===== src/rtl/fipi_pkg.sv =====
package fipi_pkg;
  typedef enum logic [1:0] {
    REQ_NOW    = 2'd0,
    REQ_CANCEL = 2'd1,
    REQ_LATER  = 2'd2,
    REQ_QUIET  = 2'd3
  } req_kind_e;

  localparam int unsigned WORD_W = 32;
endpackage


===== src/rtl/fipi_req_decode.sv =====
module fipi_req_decode
  import fipi_pkg::*;
#(
  parameter int unsigned NUM_CL       = 2,
  parameter int unsigned CORES_PER_CL = 2,
  parameter int unsigned SELF_CL      = 0,
  localparam int unsigned N           = NUM_CL * CORES_PER_CL
) (
  input  logic              loc_we_i,
  input  logic              glb_we_i,
  input  logic [WORD_W-1:0] wdata_i,
  output logic              valid_o,
  output logic [N-1:0]      tgt_o,
  output req_kind_e         kind_o
);
  logic [7:0]  cpu_f, cl_f;
  logic        rsv_ok, in_range;
  int unsigned idx;

  always_comb begin
    cpu_f    = wdata_i[7:0];
    cl_f     = loc_we_i ? 8'(SELF_CL) : wdata_i[23:16];
    rsv_ok   = (wdata_i[31:30] == '0) && (wdata_i[27:24] == '0) && (wdata_i[15:8] == '0);
    in_range = (32'(cpu_f) < CORES_PER_CL) && (32'(cl_f) < NUM_CL);
    valid_o  = (loc_we_i | glb_we_i) & rsv_ok & in_range;
    idx      = 32'(cl_f) * CORES_PER_CL + 32'(cpu_f);
    tgt_o    = valid_o ? (N'(1) << idx) : '0;
    kind_o   = req_kind_e'(wdata_i[29:28]);
  end
endmodule


===== src/rtl/fipi_target.sv =====
module fipi_target
  import fipi_pkg::*;
#(
  parameter int unsigned CNT_W = 16
) (
  input  logic             clk_i,
  input  logic             rst_ni,
  input  logic             req_valid_i,
  input  req_kind_e        req_kind_i,
  input  logic             clr_i,
  input  logic             cd_we_i,
  input  logic [CNT_W-1:0] cd_wdata_i,
  output logic             pending_o,
  output logic             wake_o,
  output logic             armed_o
);
  logic [CNT_W-1:0] reload_q, cnt_q;
  logic             armed_q, pend_q, wake_q, expire;
  logic             hit_now, hit_quiet, hit_later, hit_cancel;

  assign expire     = armed_q && (cnt_q == '0);
  assign hit_now    = req_valid_i && (req_kind_i == REQ_NOW);
  assign hit_quiet  = req_valid_i && (req_kind_i == REQ_QUIET);
  assign hit_later  = req_valid_i && (req_kind_i == REQ_LATER);
  assign hit_cancel = req_valid_i && (req_kind_i == REQ_CANCEL);

  always_ff @(posedge clk_i or negedge rst_ni) begin
    if (!rst_ni) begin
      reload_q <= '0;
      cnt_q    <= '0;
      armed_q  <= 1'b0;
      pend_q   <= 1'b0;
      wake_q   <= 1'b0;
    end else begin
      if (cd_we_i) reload_q <= cd_wdata_i;

      if (hit_later) begin
        armed_q <= 1'b1;
        cnt_q   <= reload_q;
      end else if (hit_cancel || expire) begin
        armed_q <= 1'b0;
      end else if (armed_q) begin
        cnt_q <= cnt_q - 1'b1;
      end

      // a set beats a clear in the same cycle
      if (hit_now || hit_quiet || expire) pend_q <= 1'b1;
      else if (clr_i)                     pend_q <= 1'b0;

      if (hit_now || expire) wake_q <= 1'b1;
      else if (clr_i)        wake_q <= 1'b0;
    end
  end

  assign pending_o = pend_q;
  assign wake_o    = wake_q;
  assign armed_o   = armed_q;
endmodule


===== src/rtl/fipi_unit.sv =====
module fipi_unit
  import fipi_pkg::*;
#(
  parameter int unsigned NUM_CL       = 2,
  parameter int unsigned CORES_PER_CL = 2,
  parameter int unsigned CNT_W        = 16,
  localparam int unsigned N           = NUM_CL * CORES_PER_CL
) (
  input  logic                 clk_i,
  input  logic                 rst_ni,
  input  logic [N-1:0]         loc_we_i,
  input  logic [N-1:0]         glb_we_i,
  input  logic [WORD_W*N-1:0]  req_wdata_i,
  input  logic [N-1:0]         st_we_i,
  input  logic [N-1:0]         st_wdata_i,
  input  logic [N-1:0]         cd_we_i,
  input  logic [CNT_W*N-1:0]   cd_wdata_i,
  output logic [N-1:0]         pending_o,
  output logic [N-1:0]         wake_o,
  output logic [N-1:0]         fiq_o
);
  logic      [N-1:0] src_valid;
  logic      [N-1:0] src_tgt [N];
  req_kind_e         src_kind [N];
  logic      [N-1:0] sel_valid;
  req_kind_e         sel_kind [N];
  logic      [N-1:0] armed_w;

  for (genvar s = 0; s < N; s++) begin : g_src
    fipi_req_decode #(
      .NUM_CL(NUM_CL), .CORES_PER_CL(CORES_PER_CL), .SELF_CL(s / CORES_PER_CL)
    ) u_dec (
      .loc_we_i (loc_we_i[s]),
      .glb_we_i (glb_we_i[s]),
      .wdata_i  (req_wdata_i[s*WORD_W +: WORD_W]),
      .valid_o  (src_valid[s]),
      .tgt_o    (src_tgt[s]),
      .kind_o   (src_kind[s])
    );
  end

  for (genvar t = 0; t < N; t++) begin : g_tgt
    // lowest writer index wins: scan downward so it is assigned last
    always_comb begin
      sel_valid[t] = 1'b0;
      sel_kind[t]  = REQ_NOW;
      for (int s = N - 1; s >= 0; s--) begin
        if (src_valid[s] && src_tgt[s][t]) begin
          sel_valid[t] = 1'b1;
          sel_kind[t]  = src_kind[s];
        end
      end
    end

    fipi_target #(.CNT_W(CNT_W)) u_core (
      .clk_i       (clk_i),
      .rst_ni      (rst_ni),
      .req_valid_i (sel_valid[t]),
      .req_kind_i  (sel_kind[t]),
      .clr_i       (st_we_i[t] & st_wdata_i[t]),
      .cd_we_i     (cd_we_i[t]),
      .cd_wdata_i  (cd_wdata_i[t*CNT_W +: CNT_W]),
      .pending_o   (pending_o[t]),
      .wake_o      (wake_o[t]),
      .armed_o     (armed_w[t])
    );
  end

  assign fiq_o = pending_o;
endmodule


===== config.mk =====
export PLATFORM = sky130hd
export DESIGN_NAME = fipi_unit
export DESIGN_NICKNAME = d
export VERILOG_FILES = /design/src/rtl/fipi_pkg.sv /design/src/rtl/fipi_req_decode.sv /design/src/rtl/fipi_target.sv /design/src/rtl/fipi_unit.sv
export SDC_FILE = /design/constraint.sdc
export NUM_CORES = 1
export LEC_CHECK = 0
export CAP_MARGIN = 5
export CORE_ASPECT_RATIO = 2
export CORE_MARGIN = 2
export CORE_UTILIZATION = 46
export DETAILED_ROUTE_END_ITERATION = 12
export PLACE_DENSITY = 0.81
export SETUP_SLACK_MARGIN = 0.15
export SLEW_MARGIN = 20
export SYNTH_ARGS = -nofsm -noshare
export SYNTH_HDL_FRONTEND = slang
export SYNTH_SLANG_ARGS = --single-unit
export TNS_END_PERCENT = 30

===== constraint.sdc =====
create_clock -name clk_i -period 2.5 [get_ports clk_i]
set_input_delay 0.5 -clock clk_i [delete_from_list [all_inputs] [get_ports clk_i]]
set_output_delay 0.5 -clock clk_i [all_outputs]
set_load 0.1 [all_outputs]

# [After elaboration in Yosys (flattened, before gate mapping)]
# Cells that the tools add are included.
[totals] register_bits=140 latch_bits=0 ramBits=0 mem_bits_ro=0 input_bits=214 out_inout_bits=12 word_cells=248 memories=0
[op_classes] add_sub_neg=8 multipliers=0 div_mod_pow=0 magnitude_cmp=8 eq_ne=16 n_shift=4 mux=72 bitwise_logic=16 reduce_logical=104
[ops] operator="$mux 16" count=12
[ops] operator="$shl 1x32->4 const A" count=4
[ops] operator="$logic_not 16->1" count=4
[ops] operator="$lt 8x2->1 const B" count=8
[ops] operator="$sub 16x1->16 const B" count=4
[ops] operator="$logic_and 1x1->1" count=48
[ops] operator="$add 9x8->10" count=4
[ops] operator="$mux 1" count=36
[ops] operator="$logic_not 8->1" count=4
[ops] operator="$mux 2" count=16
[ops] operator="$mux 8" count=4
[ops] operator="$reduce_bool 2->1" count=16
[ops] operator="$eq 2x2->1 const B" count=8
[ops] operator="$logic_not 2->1" count=8
[ops] operator="$logic_not 4->1" count=4
[ops] operator="$logic_or 1x1->1" count=16
[ops] operator="$mux 4" count=4
[ops] operator="$and 1x1->1" count=12
[ops] operator="$eq 2x1->1 const B" count=4
[ops] operator="$ne 2x1->1 const B" count=4
[ops] operator="$reduce_and 2->1" count=4
[ops] operator="$or 1x1->1" count=4

# [Logic depth before layout (Yosys ltp)]
# Gate-level depths: netlist (run 1).
[logic_depth] word_depth=16 mapped_depth=16 ltp_nobuf=13

# [By module]
# Synthesis (run 1) repeated with hierarchy kept, for this count alone.
[hier_totals] hier_cells=928 area_unflattened_um2=9211.3
[by_module_without_submodules] mod="fipi_target" instances=4 cells_each=175 area_each_um2=1863.0 seq_area_each_um2=875.8
[by_module_without_submodules] mod="fipi_req_decode" instances=4 cells_each=39 area_each_um2=315.3 seq_area_each_um2=0.0
[by_module_without_submodules] mod="fipi_unit" instances=1 cells_each=72 area_each_um2=498.0 seq_area_each_um2=0.0

# [Worst setup path after synthesis (run 1)]
# Ideal clock, no wire load.
[synth_timing] kind="input to register" start="input loc_we_i[2]" end="register g_tgt[2].u_core.cnt_q[7]" setup_time_ns=0.127 t_arrival_ns=3.457 required_ns=2.373 setup_slack_ns=-1.085 cell_stages=14 n_path_buf=1 path_cell_list="or2_2 ha_1 inv_1 fa_1 nor4b_1 and4_1 and4_1 nand4b_2 o311a_1 o221ai_2 buf_2 nand3_1 xnor2_1 mux2_1"
[synth_between] elab_chain_len=14 word_cells_on_any_way=25 cone_classes="1 x add/sub; 1 x order compare; 3 x eq/ne; 1 x shift; 9 x mux; 3 x bitwise; 7 x reduce/logical"
[synth_lines] element="start, declared" line="fipi_unit.sv:11" text="input logic [N-1:0] loc_we_i,"
[synth_lines] element="$mux 8" line="fipi_req_decode.sv:22" text="cl_f = loc_we_i ? 8'(SELF_CL) : wdata_i[23:16];"
[synth_lines] element="$lt 8x2->1" line="fipi_req_decode.sv:24" text="in_range = (32'(cpu_f) < CORES_PER_CL) && (32'(cl_f) < NUM_CL);"
[synth_lines] element="$logic_and 1x1->1" line="fipi_req_decode.sv:24"
[synth_lines] element="$and 1x1->1" line="fipi_req_decode.sv:25" text="valid_o = (loc_we_i | glb_we_i) & rsv_ok & in_range;"
[synth_lines] element="$mux 4" line="fipi_req_decode.sv:27" text="tgt_o = valid_o ? (N'(1) << idx) : '0;"
[synth_lines] element="$logic_and 1x1->1 *" line="fipi_unit.sv:48" text="if (src_valid[s] && src_tgt[s][t]) begin"
[synth_lines] element="$mux 2 (3 in series)" line="fipi_unit.sv:48"
[synth_lines] element="$eq 2x1->1" line="fipi_target.sv:25" text="assign hit_cancel = req_valid_i && (req_kind_i == REQ_CANCEL);"
[synth_lines] element="$logic_and 1x1->1" line="fipi_target.sv:25"
[synth_lines] element="$logic_or 1x1->1" line="fipi_target.sv:40" text="end else if (hit_cancel || expire) begin"
[synth_lines] element="$ne 2x1->1 (no source line)"
[synth_lines] element="$reduce_and 2->1 (no source line)"
[synth_lines] element="end signal, assigned" line="fipi_target.sv:39" text="cnt_q <= reload_q;"
[synth_lines] element="end signal, assigned" line="fipi_target.sv:43" text="cnt_q <= cnt_q - 1'b1;"
[synth_lines] element="end, declared" line="fipi_target.sv:17" text="logic [CNT_W-1:0] reload_q, cnt_q;"
# Mark *: on every way between the ends. The rest lies on a longest branch, timed or not.
# A chain may end at the register's enable or synchronous reset.

# [Worst setup path in the final report (run 1)]
[layout_timing] start="input req_wdata_i[54]" end="register g_tgt[0].u_core.cnt_q[15]"
[layout_between] elab_chain_len=13 word_cells_on_any_way=21 cone_classes="1 x add/sub; 1 x order compare; 3 x eq/ne; 1 x shift; 7 x mux; 1 x bitwise; 7 x reduce/logical"
[layout_lines] element="start, declared" line="fipi_unit.sv:13" text="input logic [WORD_W*N-1:0] req_wdata_i,"
[layout_lines] element="$mux 8 *" line="fipi_req_decode.sv:22"
[layout_lines] element="$lt 8x2->1" line="fipi_req_decode.sv:24"
[layout_lines] element="$logic_and 1x1->1" line="fipi_req_decode.sv:24"
[layout_lines] element="$and 1x1->1" line="fipi_req_decode.sv:25"
[layout_lines] element="$mux 4" line="fipi_req_decode.sv:27"
[layout_lines] element="$logic_and 1x1->1 *" line="fipi_unit.sv:48"
[layout_lines] element="$mux 2 (2 in series)" line="fipi_unit.sv:48"
[layout_lines] element="$eq 2x1->1" line="fipi_target.sv:25"
[layout_lines] element="$logic_and 1x1->1" line="fipi_target.sv:25"
[layout_lines] element="$logic_or 1x1->1" line="fipi_target.sv:40"
[layout_lines] element="$ne 2x1->1 (no source line)"
[layout_lines] element="$reduce_and 2->1 (no source line)"
[layout_lines] element="end signal, assigned" line="fipi_target.sv:39"
[layout_lines] element="end signal, assigned" line="fipi_target.sv:43"
[layout_lines] element="end, declared" line="fipi_target.sv:17"
# Marked as above.

==> reports/qor.csv, run 1 <==
stage,metric,value,unit
outcome,violations,setup timing,
timing,fin_ws,-1330,ps
setup_path,arrival,4140,ps
setup_path,r2r_start,g_tgt[2].u_core.cnt_q[10],
global_route,grt_pass1_wl,51400,um
synth,synthSimpleGateAreaFrac,25.2,%
outcome,outcome,"finished, violations left",
clock_network,cts_sinks,140,
synth,synth_cell_types,91,
clock_network,cts_root_buffer,clkbuf_16,
synth,syn-mean-instance-area,9.48,sq um
setup_path,crit_required,2810,ps
layout,fin_util,77.1,%
min_path,hold_class,input port to asynchronous set/reset pin,
synth,synth_ff_type,dfrtp_1,
synth,synth_top_family_by_area,simple AND/OR/NAND/NOR gates,
power,seq_power_share,40.1,%
synth,synth-seq-cells,140,
routing,vias_per_cell,5.95,
setup_path,r2r-end,g_tgt[2].u_core.cnt_q[14],
setup_path,r2r_cells,9,
setup_path,slowest_delay,560,ps
synth,synth_seq_area_share,36.6,%
placement,port_buffers,225,
timing,timing.hold.ws,75.4,ps
floorplanning,die_w,106,um
timing,max_slew.worst_pin.slew,967,ps
global_route,grt_max_degree,70,
global_route,track_usage,29.3,%
power,p_leak,6.74,nW
clock_network,h-tree-depth,4,
routing,wl_met2,19000,um
setup_path,crit_fanout,7,
synth,synthArstFlopShare,100,%
synth,syn_inst,1009,
job,drv_cap,0,
power,power.switching,1.57,mW
timing,slew_headroom,35.4,%
synth,synthTopCellsByArea,"dfrtp_1, mux2_2, ha_1",
synth,yosysTopAreaCell,dfrtp_1,
global_route,grt_pass1_vias,10800,
layout,insertedDiodeCount,0,
timing,fmax,261,MHz
layout,drive_above_1_share,38.6,%
layout,nets,1700,
timing,fin_crit_sh,153,%
timing,hold_violations,0,
clock_network,clock_latency,430,ps
routing,totalWireLength,35300,um
power,power.internal,4.53,mW
clock_network,path_clk_slew,60,ps
timing,rsz0062_at_grt,true,
synth,synth_compound_area_share,15.1,%
routing,avgRoutedWirePerCell,20.4,um
clock_network,cts_buffer_depth,2,
timing,setup_viol,76,
setup_path,crit_top_cell,buf_6,
routing,num_vias,10300,
clock_network,numCtsBuffers,17,
synth,synth_xor_area_share,3.66,%
routing,drtIter0Drc,574,
power,power.total,6.10,mW
routing,highest_layer,met5,
power,clkPwrFrac,40.8,%
synth,synth_fp_nets,1257,
floorplanning,initial_core_util,46.7,%
timing,skew,10.1,ps
power,switching_share,25.7,%
routing,antenna_left,0,
placement,numPlacedInstances,1649,
synth,netlist_area,9570,sq um
layout,synthToLayoutAreaGrowth,64.9,%
routing,route.met3.wl,2090,um
timing,maxSlewViolCount,0,
floorplanning,dieArea,22000,sq um
placement,dp.final_hpwl,23100,um
power,ir_drop,0.542,mV
synth,synth_top_cell_area_share,36.6,%
timing,final.min_clock_period,3830,ps
floorplanning,ioPinCount,226,
power,combPwrFrac,19.1,%
setup_path,start_kind,input port,
layout,stdcell_count,1731,
power,power_density,387,nW/um^2
setup_path,cp_slowest_cell,or4_4,
clock_network,postCtsHoldBufs,0,
setup_path,critPathKind,input port to register,
synth,ys_warn_count,0,
global_route,globalRoute.totalOverflow,0,
floorplanning,die_y,208,um
placement,place_congestion,0.968,
setup_path,endpoint_kind,register,
synth,synthMuxAreaShare,10.4,%
clock_network,tritoncts,built,
timing,setup_tns,-83320,ps
setup_path,crit_chain,clkdlybuf4s50_1 > nor2b_2 > ha_1 > nor3_2 > nand4_1 > or4_4 > buf_6 > nor4_4 > buf_4 > mux2i_4 > o31ai_4 > buf_6 > buf_12 > buf_8 > o2111ai_1 > xor2_1 > o21ai_2,
synth,synth-edff-count,0,
routing,dr.pass1.iters,5,
floorplanning,placementRows,74,
routing,drcViolationCount,0,
routing,met1_length,11600,um
global_route,antenna_found_initial,1,
setup_path,regToRegSetupSlack,-490,ps
floorplanning,fp.coreArea,20500,sq um
synth,synthAdderAreaFrac,4.76,%
==> timing repair <==
item | 4_1_cts | 5_1_grt
gates cloned | 5 | 0
gates resized for setup | 149 | 159
setup buffers | 27 | 18
pin swaps | 71 | 100
setup endpoints to repair | 76 | 76
==> metrics by stage <==
| stage | instance area [sq um] | worst slack [ps] |
|---|---|---|
| after floorplan | 9690 | -999 |
| after global placement | 13500 | -1780 |
| after detailed placement | 13500 | -1910 |
| after CTS | 15000 | -1190 |
| after global routing | 15800 | -1440 |
| final | 15800 | -1330 |
==> cell type report <==
| class | instances | area [sq um] |
|---|---|---|
| Multi-Input combinational cell | 788 | 6720 |
| Fill cell | 1246 | 4690 |
| Timing Repair Buffer | 475 | 4530 |
| Sequential cell | 140 | 3500 |
| Clock buffer | 20 | 437 |
| Tap cell | 266 | 333 |
| Clock inverter | 12 | 140 |
| Inverter | 30 | 113 |
==> synth_stat cells, types with 9 or more instances <==
cell      count
buf_4        17
a31oi_1      11
buf_2        14
mux2_2       71
nor4_1       36
o211ai_1      9
o21ai_1      23
mux2_1        9
nand2b_1     13
xnor2_1      25
or3_1        27
nand4b_1     13
o21ai_0      25
xor2_1       15
nor2_1       61
nor3b_1      10
inv_1        30
nor3_1       33
nor2b_1      31
ha_1         30
a21oi_1      49
nand4_1      14
dfrtp_1     140
nand2_1      87
clkbuf_1     11
nand3_1      47
==> logic make-up after synthesis <==
kind of cell	Yosys count
buffers and inverters	82
multiplexers	87
adder cells (fa/ha/maj)	34
AND/OR/NAND/NOR	431
flip-flops	140
XOR/XNOR	40
AO/OA/AOI/OAI	195
==> worst max-delay path by stage <==
stage          cells after the start                        end            start  slack, ps
2_1_floorplan                     14  g_tgt[1].u_core.cnt_q[15]      loc_we_i[3]      -1000
3_3_place_gp                      15  g_tgt[0].u_core.pending_o      loc_we_i[0]      -1780
3_5_place_dp                      17  g_tgt[1].u_core.cnt_q[13]      loc_we_i[3]      -1910
4_1_cts                           18   g_tgt[0].u_core.cnt_q[1]  req_wdata_i[16]      -1190
5_1_grt                           17  g_tgt[0].u_core.cnt_q[15]  req_wdata_i[54]      -1440
6_report                          17  g_tgt[0].u_core.cnt_q[15]  req_wdata_i[54]      -1330
==> metal layers <==
layer / global-route usage, % / vias to the layer above
li1: - / 4639
met4: 19.6 / 2
met2: 55.6 / 521
met3: 5.89 / 187
met1: 27.5 / 4953
met5: 0 / -
==> cell usage in the layout (no fill, tap or decap), drive strengths merged, types with 7 or more instances in the layout <==
| cell | n |
|---|---|
| xnor2 | 25 |
| clkbuf | 25 |
| nor3b | 11 |
| o211ai | 15 |
| and2 | 7 |
| nand2b | 13 |
| nand4 | 15 |
| or4 | 8 |
| a31oi | 11 |
| nand2 | 89 |
| nor2 | 61 |
| nor4 | 39 |
| nand3 | 48 |
| buf | 268 |
| a21oi | 51 |
| or2 | 7 |
| inv | 33 |
| dfrtp | 140 |
| mux2i | 7 |
| nor2b | 31 |
| nand4b | 14 |
| o21ai | 50 |
| mux2 | 80 |
| o2111ai | 7 |
| or3 | 27 |
| xor2 | 15 |
| clkdlybuf4s50 | 179 |
| ha | 30 |
| dlymetal6s2s | 16 |
| nor3 | 33 |
==> flip-flops by register name (all words and copies together) (netlist names) <==
register / count
g_tgt.u_core.reload_q: 64
g_tgt.u_core.wake_o: 4
g_tgt.u_core.cnt_q: 64
g_tgt.u_core.armed_o: 4
g_tgt.u_core.pending_o: 4
==> worst max-delay path, delay by kind of cell <==
family	cells	cell delay (ps)
fa+ha+maj	1	290
mux	1	70
compound gates	3	290
xor+xnor	1	310
buf+inv	6	1130
simple gates	5	1550
==> power groups by stage <==
stage	Combinational, mW	Clock [mW]	Sequential [mW]
after floorplan	0.368	0	2.45
after global placement	1.00	0	2.47
after detailed placement	1.03	0	2.48
after CTS	1.07	2.52	2.44
after global routing	1.24	2.62	2.45
final	1.16	2.49	2.44
Note: power is estimated with default switching activity, not from simulation.
==> run 2, diff against run 1 <==
ABC_AREA = 0   (was unset)
clock period = 3.1 ns   (was 2.5 ns; I/O delays follow)
==> reports/qor.csv, run 2 (synthesized netlist as in run 1, its figures left out) <==
stage,metric,value,unit
layout,fin_util,77.9,%
outcome,violations,setup timing,
layout,synthToLayoutAreaGrowth,66.5,%
setup_path,start_kind,input port,
power,power_density,325,nW/um^2
floorplanning,ioPinCount,226,
routing,drtIter0Drc,712,
global_route,grt_pass1_wl,52300,um
clock_network,cts_buffer_depth,2,
job,drv_cap,0,
timing,skew,17.4,ps
clock_network,tritoncts,built,
timing,rsz0062_at_grt,true,
setup_path,r2r-end,g_tgt[3].u_core.cnt_q[10],
routing,dr.pass1.iters,8,
clock_network,cts_root_buffer,clkbuf_16,
clock_network,cts_sinks,140,
timing,max_slew.worst_pin.slew,950,ps
routing,totalWireLength,36400,um
setup_path,crit_required,3440,ps
placement,place_ws,-1520,ps
timing,slew_headroom,36.5,%
layout,top_regs,"g_tgt.u_core.cnt_q x64, g_tgt.u_core.reload_q x64",
floorplanning,dieArea,22000,sq um
clock_network,path_clk_slew,60,ps
layout,drive_above_1_share,40.4,%
timing,setup_viol,75,
timing,hold_violations,0,
clock_network,clock_latency,450,ps
global_route,grt_pass1_vias,10600,
global_route,track_usage,30.0,%
floorplanning,die_y,208,um
setup_path,slowest_delay,460,ps
timing,fmax,274,MHz
floorplanning,fp.coreArea,20500,sq um
min_path,hold_class,input port to asynchronous set/reset pin,
timing,fin_ws,-550,ps
global_route,globalRoute.totalOverflow,0,
outcome,outcome,"finished, violations left",
power,p_leak,6.75,nW
layout,fillerInstances,1179,
global_route,antenna_found_initial,2,
layout,layout_common_cells,"buf_4, clkdlybuf4s50_1, dfrtp_1, nand2_1, mux2_2",
clock_network,numCtsBuffers,17,
setup_path,r2r_cells,10,
floorplanning,die_w,106,um
setup_path,r2r_start,g_tgt[3].u_core.cnt_q[8],
routing,drcViolationCount,0,
timing,final.min_clock_period,3650,ps
setup_path,crit_chain,buf_6 > nor2b_4 > ha_4 > fa_1 > nor4_2 > nand4_1 > or4_4 > buf_6 > buf_6 > or3_4 > or3b_4 > o21ai_2 > o221ai_2 > buf_6 > buf_12 > nor2_2 > a31oi_1,
power,ir_drop,0.411,mV
setup_path,crit_top_cell,buf_6,
placement,port_buffers,225,
timing,fin_crit_sh,118,%
layout,final_common_cell,buf_4,
setup_path,crit_fanout,8,
floorplanning,placementRows,74,
routing,avgRoutedWirePerCell,21.3,um
setup_path,endpoint_kind,register,
clock_network,h-tree-depth,4,
setup_path,critPathKind,input port to register,
timing,maxSlewViolCount,0,
placement,dp.final_hpwl,22900,um
setup_path,regToRegSetupSlack,-120,ps
global_route,grt_max_degree,65,
floorplanning,initial_core_util,46.7,%
setup_path,arrival,3990,ps
routing,num_vias,10400,
layout,nets,1678,
routing,vias_per_cell,6.10,
routing,antenna_left,0,
placement,place_congestion,0.992,
setup_path,cp_slowest_cell,or4_4,
run 2: per-stage QoR:
stage          setup TNS (ps)  std cells  area (sq um)  hold WS (ps)  power [mW]
3_3_place_gp           -92300       1610         13200           459        2.79
5_1_grt                -33710       1710         15900           194        5.33
4_1_cts                -31470       1694         15200           169        5.12
6_report               -26920       1710         15900           159        5.17
3_5_place_dp          -100120       1610         13200           468        2.81
2_1_floorplan          -30580       1009          9690           324        2.27
run 2: power breakdown:
group          switching, mW  internal, mW
Combinational          0.404         0.563
Clock                  0.833          1.40
Sequential            0.0652          1.91
Total                   1.30          3.87
run 2: cell type report:
type                    count  area (sq um)  share of cell area (%)
flip-flops and latches    140          3500                    22.0
repair buffers            453          4390                    27.5
well taps                 266           333                    2.09
clock inverters            12           184                    1.15
diodes                      1          2.50                  0.0157
clock buffers              20           457                    2.87
multi-input cells         788          6950                    43.6
inverters                  30           113                   0.707
run 2: repair_timing:
action                                  CTS  global route
pin swaps                                92            79
setup buffers                            48            11
cloned                                    4             4
hold buffers                              0             0
endpoints found under the setup margin   76            76
gates resized for setup                 249           138
run 2: critical path, delay by kind of cell:
family	cells	cell delay, ps
buffers and inverters	5	650
and+or+nand+nor	7	1680
AOI/OAI and AO/OA	3	450
adders and majority gates	2	600
run 2: worst max-delay path by stage:
stage / from / end / slack [ps] / depth (start not counted)
2_1_floorplan: loc_we_i[3] / g_tgt[1].u_core.cnt_q[15] / -520 / 14
3_3_place_gp: loc_we_i[3] / g_tgt[1].u_core.cnt_q[14] / -1390 / 17
3_5_place_dp: loc_we_i[3] / g_tgt[1].u_core.cnt_q[6] / -1520 / 17
4_1_cts: req_wdata_i[16] / g_tgt[0].u_core.cnt_q[13] / -580 / 16
5_1_grt: req_wdata_i[16] / g_tgt[1].u_core.cnt_q[6] / -600 / 17
6_report: req_wdata_i[16] / g_tgt[1].u_core.cnt_q[6] / -550 / 17
run 2: per-layer routing:
layer | share of wire [%] | track usage [%]
met5 | 0 | 0
met4 | 7.6 | 19.6
met3 | 6.4 | 5.95
met2 | 53 | 56.4
met1 | 33 | 28.8
